`src/rtl/mdp_pkg.sv`:
```
package mdp_pkg;

    localparam int MDP_TAG_W = 4;

    typedef struct packed {
        logic                 hold;
        logic [MDP_TAG_W-1:0] tag;
    } mdp_entry_t;

    typedef struct packed {
        logic valid;
        logic hold;
    } mdp_pred_t;

endpackage

```
`src/rtl/mdp_pc_split.sv`:
```
module mdp_pc_split #(
    parameter int PC_W    = 32,
    parameter int IDX_LSB = 2,
    parameter int IDX_W   = 6,
    parameter int TAG_W   = 4
) (
    input  logic [PC_W-1:0]  pc,
    output logic [IDX_W-1:0] idx,
    output logic [TAG_W-1:0] tag
);
    localparam int TAG_LSB = IDX_LSB + IDX_W;

    assign idx = pc[IDX_LSB +: IDX_W];
    assign tag = pc[TAG_LSB +: TAG_W];
endmodule

```
`src/rtl/mdp_table.sv`:
```
module mdp_table
    import mdp_pkg::*;
#(
    parameter int IDX_W = 6
) (
    input  logic                 clk,
    input  logic                 rst_n,
    input  logic [IDX_W-1:0]     rd_idx,
    output mdp_entry_t           rd_entry,
    input  logic                 wr_en,
    input  logic [IDX_W-1:0]     wr_idx,
    input  logic [MDP_TAG_W-1:0] wr_tag,
    input  logic                 clr
);
    localparam int ENTRIES = 1 << IDX_W;

    mdp_entry_t ent_arr [ENTRIES];

    for (genvar i = 0; i < ENTRIES; i++) begin : g_ent
        mdp_entry_t ent_d, ent_q;

        always_comb begin
            ent_d = ent_q;
            if (clr) begin
                ent_d.hold = 1'b0;
            end
            if (wr_en && (wr_idx == IDX_W'(i))) begin
                ent_d.hold = 1'b1;
                ent_d.tag  = wr_tag;
            end
        end

        always_ff @(posedge clk) begin
            if (!rst_n) begin
                ent_q <= '0;
            end else begin
                ent_q <= ent_d;
            end
        end

        assign ent_arr[i] = ent_q;
    end

    assign rd_entry = ent_arr[rd_idx];
endmodule

```
`src/rtl/mdp_squash_reg.sv`:
```
module mdp_squash_reg #(
    parameter int PC_W = 32
) (
    input  logic            clk,
    input  logic            rst_n,
    input  logic            viol_valid,
    input  logic [PC_W-1:0] viol_pc,
    output logic            squash,
    output logic [PC_W-1:0] squash_pc
);
    typedef struct packed {
        logic            req;
        logic [PC_W-1:0] pc;
    } sq_state_t;

    sq_state_t st_d, st_q;

    always_comb begin
        st_d     = st_q;
        st_d.req = viol_valid;
        if (viol_valid) begin
            st_d.pc = viol_pc;
        end
    end

    always_ff @(posedge clk) begin
        if (!rst_n) begin
            st_q <= '0;
        end else begin
            st_q <= st_d;
        end
    end

    assign squash    = st_q.req;
    assign squash_pc = st_q.pc;
endmodule

```
`src/rtl/mdp_predictor.sv`:
```
module mdp_predictor
    import mdp_pkg::*;
#(
    parameter int PC_W    = 32,
    parameter int IDX_LSB = 2,
    parameter int IDX_W   = 6
) (
    input  logic            clk,
    input  logic            rst_n,
    input  logic            lookup_valid,
    input  logic [PC_W-1:0] lookup_pc,
    input  logic            viol_valid,
    input  logic [PC_W-1:0] viol_pc,
    input  logic            clr_all,
    output logic            pred_valid,
    output logic            pred_hold,
    output logic            squash,
    output logic [PC_W-1:0] squash_pc
);
    logic [IDX_W-1:0]     lk_idx, vi_idx;
    logic [MDP_TAG_W-1:0] lk_tag, vi_tag;
    mdp_entry_t           lk_entry;
    mdp_pred_t            pred_d, pred_q;

    mdp_pc_split #(
        .PC_W(PC_W), .IDX_LSB(IDX_LSB), .IDX_W(IDX_W), .TAG_W(MDP_TAG_W)
    ) u_lk_split (
        .pc(lookup_pc), .idx(lk_idx), .tag(lk_tag)
    );

    mdp_pc_split #(
        .PC_W(PC_W), .IDX_LSB(IDX_LSB), .IDX_W(IDX_W), .TAG_W(MDP_TAG_W)
    ) u_vi_split (
        .pc(viol_pc), .idx(vi_idx), .tag(vi_tag)
    );

    mdp_table #(.IDX_W(IDX_W)) u_table (
        .clk      (clk),
        .rst_n    (rst_n),
        .rd_idx   (lk_idx),
        .rd_entry (lk_entry),
        .wr_en    (viol_valid),
        .wr_idx   (vi_idx),
        .wr_tag   (vi_tag),
        .clr      (clr_all)
    );

    mdp_squash_reg #(.PC_W(PC_W)) u_squash (
        .clk        (clk),
        .rst_n      (rst_n),
        .viol_valid (viol_valid),
        .viol_pc    (viol_pc),
        .squash     (squash),
        .squash_pc  (squash_pc)
    );

    always_comb begin
        pred_d       = pred_q;
        pred_d.valid = lookup_valid;
        pred_d.hold  = lookup_valid && lk_entry.hold && (lk_entry.tag == lk_tag);
    end

    always_ff @(posedge clk) begin
        if (!rst_n) begin
            pred_q <= '0;
        end else begin
            pred_q <= pred_d;
        end
    end

    assign pred_valid = pred_q.valid;
    assign pred_hold  = pred_q.hold;
endmodule

```
`config.mk`:
```
export PLATFORM = sky130hd
export DESIGN_NAME = mdp_predictor
export DESIGN_NICKNAME = d
export VERILOG_FILES = /design/src/rtl/mdp_pkg.sv /design/src/rtl/mdp_pc_split.sv /design/src/rtl/mdp_table.sv /design/src/rtl/mdp_squash_reg.sv /design/src/rtl/mdp_predictor.sv
export SDC_FILE = /design/constraint.sdc
export NUM_CORES = 1
export LEC_CHECK = 0
export BUFFER_PORTS_ARGS = -buffer_cell sky130_fd_sc_hd__buf_2
export CAP_MARGIN = 25
export CORE_MARGIN = 5
export CORE_UTILIZATION = 60
export CTS_BUF_LIST = sky130_fd_sc_hd__clkbuf_4
export CTS_CLUSTER_DIAMETER = 40
export CTS_CLUSTER_SIZE = 8
export DETAILED_ROUTE_END_ITERATION = 7
export MAX_ROUTING_LAYER = met4
export PLACE_DENSITY_LB_ADDON = 0.08
export REMOVE_ABC_BUFFERS = 1
export SETUP_SLACK_MARGIN = 0.2
export SYNTH_ARGS = -nofsm -noshare
export SYNTH_HDL_FRONTEND = slang
export SYNTH_SLANG_ARGS = --single-unit
```
`constraint.sdc`:
```
create_clock -name clk -period 2.9 [get_ports clk]
set_clock_uncertainty 0.2 [all_clocks]
set_input_delay 0.435 -clock clk [delete_from_list [all_inputs] [get_ports clk]]
set_output_delay 0.435 -clock clk [all_outputs]
set_load 0.02 [all_outputs]
```
* Word level (Yosys, flattened, before mapping)
Index checks and enable logic that the tools add are counted.
Storage, ports and cells: flip-flop bits (word level) 355, input port bits 69, output and inout bits 35
Operators by class: magnitude comparators 1, equal/unequal tests 64, muxes and demuxes 68, bitwise operators 1, reductions and logical operators 131
Operator list (count):
- $mux 5 | 66
- $eq 6x6->1 const B | 32
- $reduce_bool 2->1 | 64
- $eq 6x5->1 const B | 16
- $logic_and 1x1->1 | 66
- $eq 6x4->1 const B | 8
- $bmux 5 s6 | 1
- $eq 6x3->1 const B | 4
- $eq 6x2->1 const B | 2
- $ge 7x7->1 const B | 1
- $not 6->7 | 1
- $eq 6x1->1 const B | 1
- $logic_not 6->1 | 1
- $eq 4x4->1 | 1
- $mux 1 | 1

* Longest topological paths before layout
depth after elaboration 6, mapped depth 10

* By module
From an unflattened synthesis, not the netlist that was laid out.
Second synthesis, totals: cell total of the unflattened synthesis 1778, area, all modules 16614.7 sq um
By module, submodules not included:
- mdp_table | instances 1, cells each 1644, area an instance 15095.7 sq um, seq. area each 6406.1 sq um
- mdp_squash_reg | instances 1, cells each 105, area an instance 1270.0 sq um, seq. area each 660.6 sq um
- mdp_pc_split | instances 2, cells each 10, area an instance 75.1 sq um, seq. area each 0.0 sq um
- mdp_predictor | instances 1, cells each 9, area an instance 98.8 sq um, seq. area each 40.0 sq um

* Least setup slack after synthesis
OpenSTA, ideal clock, no wires.
path type input to register, from input lookup_pc[3], to register pred_q (netlist bit pred_hold), arrival 2.162 ns, path slack 0.450 ns, cell stages on the path 9, buffers on the path 3, cell sequence buf_2 buf_2 buf_2 mux4_2 a221oi_1 nand3_1 a32oi_2 xnor2_1 nor4_2
On the way: longest elaborated chain between the ends 6
Ends and longest elaborated chain:
- start: declaration | line mdp_predictor.sv:11 | input logic [PC_W-1:0] lookup_pc,
- $not 6->7 (implied by the code) (*) | line mdp_table.sv:44 | assign rd_entry = ent_arr[rd_idx];
- $bmux 5 s6 (*) | line mdp_table.sv:44
- $mux 5 (implied by the code) (*) (2 in series) | line mdp_table.sv:44
- $eq 4x4->1 / $logic_and 1x1->1 (equally long branches) | line mdp_predictor.sv:60 | pred_d.hold = lookup_valid && lk_entry.hold && (lk_entry.tag == lk_tag);
- $logic_and 1x1->1 (*) | line mdp_predictor.sv:60
- end signal: assignment | line mdp_predictor.sv:67 | pred_q <= pred_d;
- end: declaration | line mdp_predictor.sv:23 | mdp_pred_t pred_d, pred_q;
Mark *: on every way between the ends. The rest lies on a longest branch, timed or not. The select of a mux whose other input is x is not followed. A chain may end at the register's enable or synchronous reset.

* Worst setup path after layout
from register u_table.g_ent[53].ent_q (netlist bit u_table.ent_arr[50]), to register pred_q (netlist bit pred_hold)
On the way: longest elaborated chain between the ends 5
Ends and longest elaborated chain:
- start: declaration | line mdp_table.sv:20 | mdp_entry_t ent_d, ent_q;
- start signal: assignment | line mdp_table.sv:37 | ent_q <= ent_d;
- $bmux 5 s6 | line mdp_table.sv:44
- $mux 5 (implied by the code) (2 in series) | line mdp_table.sv:44
- $eq 4x4->1 | line mdp_predictor.sv:60
- $logic_and 1x1->1 | line mdp_predictor.sv:60
Every way passes these cells. The select of a mux whose other input is x is not followed.

==> results.md <==
- Outcome: complete, no violations
- Core area: around 0.027 mm^2
- Power Total: about 9 mW
- Design area: 0.0181 mm^2
- First-pass GRT wire length: approximately 71,000 um
- Hold Path Depth: 3
- Tot GR Track Use: between 20% and 30%
- Critical Path RT: between 3 and 4 ns
- Number of I/O pins: ~100
- Mapped cell area: roughly 0.016 mm^2
- Clk root buf: clkbuf_4
- Vias after detailed routing: about 13k
- Die width: 175 um
- Detail Placement HPWL: about 29,000 um
- Commonest non-fill, non-tap cell in the layout: dfxtp_1
- Final Hold Viols: 0
- Clock sink total: between 300 and 400
- CP peak stage delay: about 0.53 ns
- Leak: roughly 6.1 nW
- R2R Path Start: u_table.ent_arr[50]
- Reg clk slew, reported paths: around 0.09 ns
- NetSw: about 2.3 mW
- Initial Util: roughly 61%
- Hold Worst Slack: ~0.053 ns
- Routed WL: roughly 44,000 um
- Critical path startpoint category: flop
- Antenna viol nets, final: 0
- Max Clock Freq: between 400 and 500 MHz
- Clk pwr share: 34.1%
- Inst Count DP: between 2k and 2.5k
- Final core utilization: about two thirds
- R2R Path End: pred_hold
- Peak VDD IR: 0.000409 V
- Most common flop cell mapped by yosys: dfxtp_1
- DIE HEIGHT: between 150 and 200 um
- Port bufs: 81
- Slew Limit Headroom: 42.1%
- Post-synthesis sequential area ratio: between 40% and 50%
- Asr flop ratio synth: 0%
- # setup viols final: 0
- Post-synth EDFFs: 0
- Worst setup slack after placement: ~0.0076 ns
- P&R area growth vs syn: 10.8%
- Clock buffer count from CTS: between 50 and 60
- Row count: 60
- Max clock buf depth: 3
- Largest net degree at the start of global routing: approximately 120
- Number of global-route vias before repair: 12.6k
- Pint: approximately 6.5 mW
- CTS tree: done
- Sw frac: around 26%
- Layout cells sized above 1: between 15 and 20%
- Flop pwr share: 56.3%
- Total die area: ~0.03 mm^2
- Final Cycle Share: between 70% and 80%
- Clk_lat worst skew: 0.73 ns
- Arrival time at the worst endpoint: 2.71 ns
- Setup TNS Final: 0 ns
- CP bufs+invs: 1
- Placed Area: 0.0172 mm^2
- Post-layout minimum cycle time: roughly 2.3 ns
- Wire per inst: between 20 and 25 um
- Initial antenna violation count: 3
- Top delay family on crit path: multiplexers
- Fin nets: 1,845
- Reg2Reg Setup Slack: approximately 0.60 ns
- Hold Path End: u_table.ent_arr[117]
- Combinational share of power: 9.6%
- Syn_area_per_cell: 9.60 um^2
- Slew Viols, Final: 0
- Setup crit end kind: flop
- Final WS setup: about 0.6 ns
- H-Tree Depth: 2
- Slowest-stage cell, CP: mux4_1
- Slew @ Worst Pin: around 0.86 ns
- Worst R2R Path Depth: 8
- Yosys warning count: 0
- RSZ-0062 raised after global routing: no
- Yosys reg bits: 355
- CTS resizes: 0
- WS Path Type: flop to flop
- DRC: 0
- Synth unique cells: 53
- GRT overflow: 0
- CP Cell Sequence: mux4_1 > mux2i_1 > buf_4 > o2111ai_1 > o21ai_0 > a2bb2oi_1 > xor2_1 > nor4_2
- Hold Crit Class: input port to flop
- Crit path max fanout: 2
- Drt first pass iters: 6
- RD Place Congestion: 0.976
- Vias/cell: roughly 6
- Pwr per Cell Area: roughly 480 mW/mm^2
- Commonest cells after routing, fill and taps aside: dfxtp_1 (355), nand2_1 (232), a21boi_0 (222)
- Mapped Cells: about 1.7k
- Hold_sp: viol_pc[10]
- Finished Layout Cells: approximately 2.1k
- Max_cap viols: 0
- DR iter-0 viols: between 1k and 1.5k
==> cell usage after synthesis (4+ instances only) <==
library cell	n	share of area, %
nor2b_1	138	5.3
o22ai_1	5	0.19
mux4_1	7	1.1
buf_2	9	0.27
o211ai_1	7	0.32
mux2i_1	140	8.6
or2_2	5	0.19
nor3_1	7	0.21
mux4_2	60	8.2
buf_6	5	0.34
nor2_1	30	0.69
a21oi_1	5	0.15
a221oi_1	6	0.32
a22oi_1	21	0.96
o21ai_0	4	0.12
nand2b_1	51	1.9
and2_1	5	0.19
buf_1	16	0.37
o21a_1	20	0.92
clkbuf_1	130	3.0
nand3_1	186	5.7
nand2_1	232	5.3
dfxtp_1	355	43
a21boi_0	222	10
==> registers in the layout, indices dropped and copies added (netlist names) <==
name,flops
u_squash.squash,1
u_squash.squash_pc,32
pred_hold,1
pred_valid,1
u_table.ent_arr,320
==> logic make-up after synthesis <==
kind of cell           synth area share (%)
AO/OA/AOI/OAI                          14.1
flip-flops                             43.4
buffers and inverters                  4.29
XOR/XNOR                              0.160
AND/OR/NAND/NOR                        20.1
multiplexers                           18.0
==> worst max path at each step <==
stage | end | slack, ns | startpoint | depth (start not counted)
final | pred_hold | 0.60 | u_table.ent_arr[50] | 8
after global routing | pred_hold | 0.48 | u_table.ent_arr[50] | 8
after CTS | pred_hold | 0.60 | u_table.ent_arr[50] | 8
after detailed placement | pred_hold | 0.008 | lookup_pc[2] | 9
after global placement | pred_hold | 0.0004 | lookup_pc[2] | 9
after floorplan | u_table.ent_arr[255] | -1.54 | viol_pc[6] | 4
==> power by group through the flow <==
stage / sequential [mW] / clock (mW) / combinational (mW)
finish: 4.94 / 2.99 / 0.838
global route: 4.95 / 3.25 / 0.889
CTS: 4.94 / 3.07 / 0.829
detailed placement: 5.05 / 0 / 0.793
global placement: 5.05 / 0 / 0.786
floorplan: 5.08 / 0 / 0.297
==> worst min-delay path, cell delays in order <==
cell and delay [ns]:
buf_2 0.27, nand3_1 0.13, a21boi_0 0.07
==> layer usage <==
metal  vias up  wire (um)  track usage, %
li1       6125          -               -
met1      6260      19200            38.9
met2       488      21100            47.2
met3        93       3130            5.13
met4         0       1040            6.91
met5         -          0               -
==> area by class of cell <==
class                      count  area (um^2)
antenna                        4         10.0
clock buffer                  61          458
clock inverter                14          136
fill                        2182         8800
inverter                       3         11.3
multi-input combinational   1185         8620
sequential                   355         7110
tap                          341          427
timing repair buffer         177         1380
==> timing repair <==
action	in CTS	in global routing
hold endpoints to repair	30	0
buffers inserted	0	0
hold buffers	34	0
Note: power is estimated with default switching activity, not from simulation.
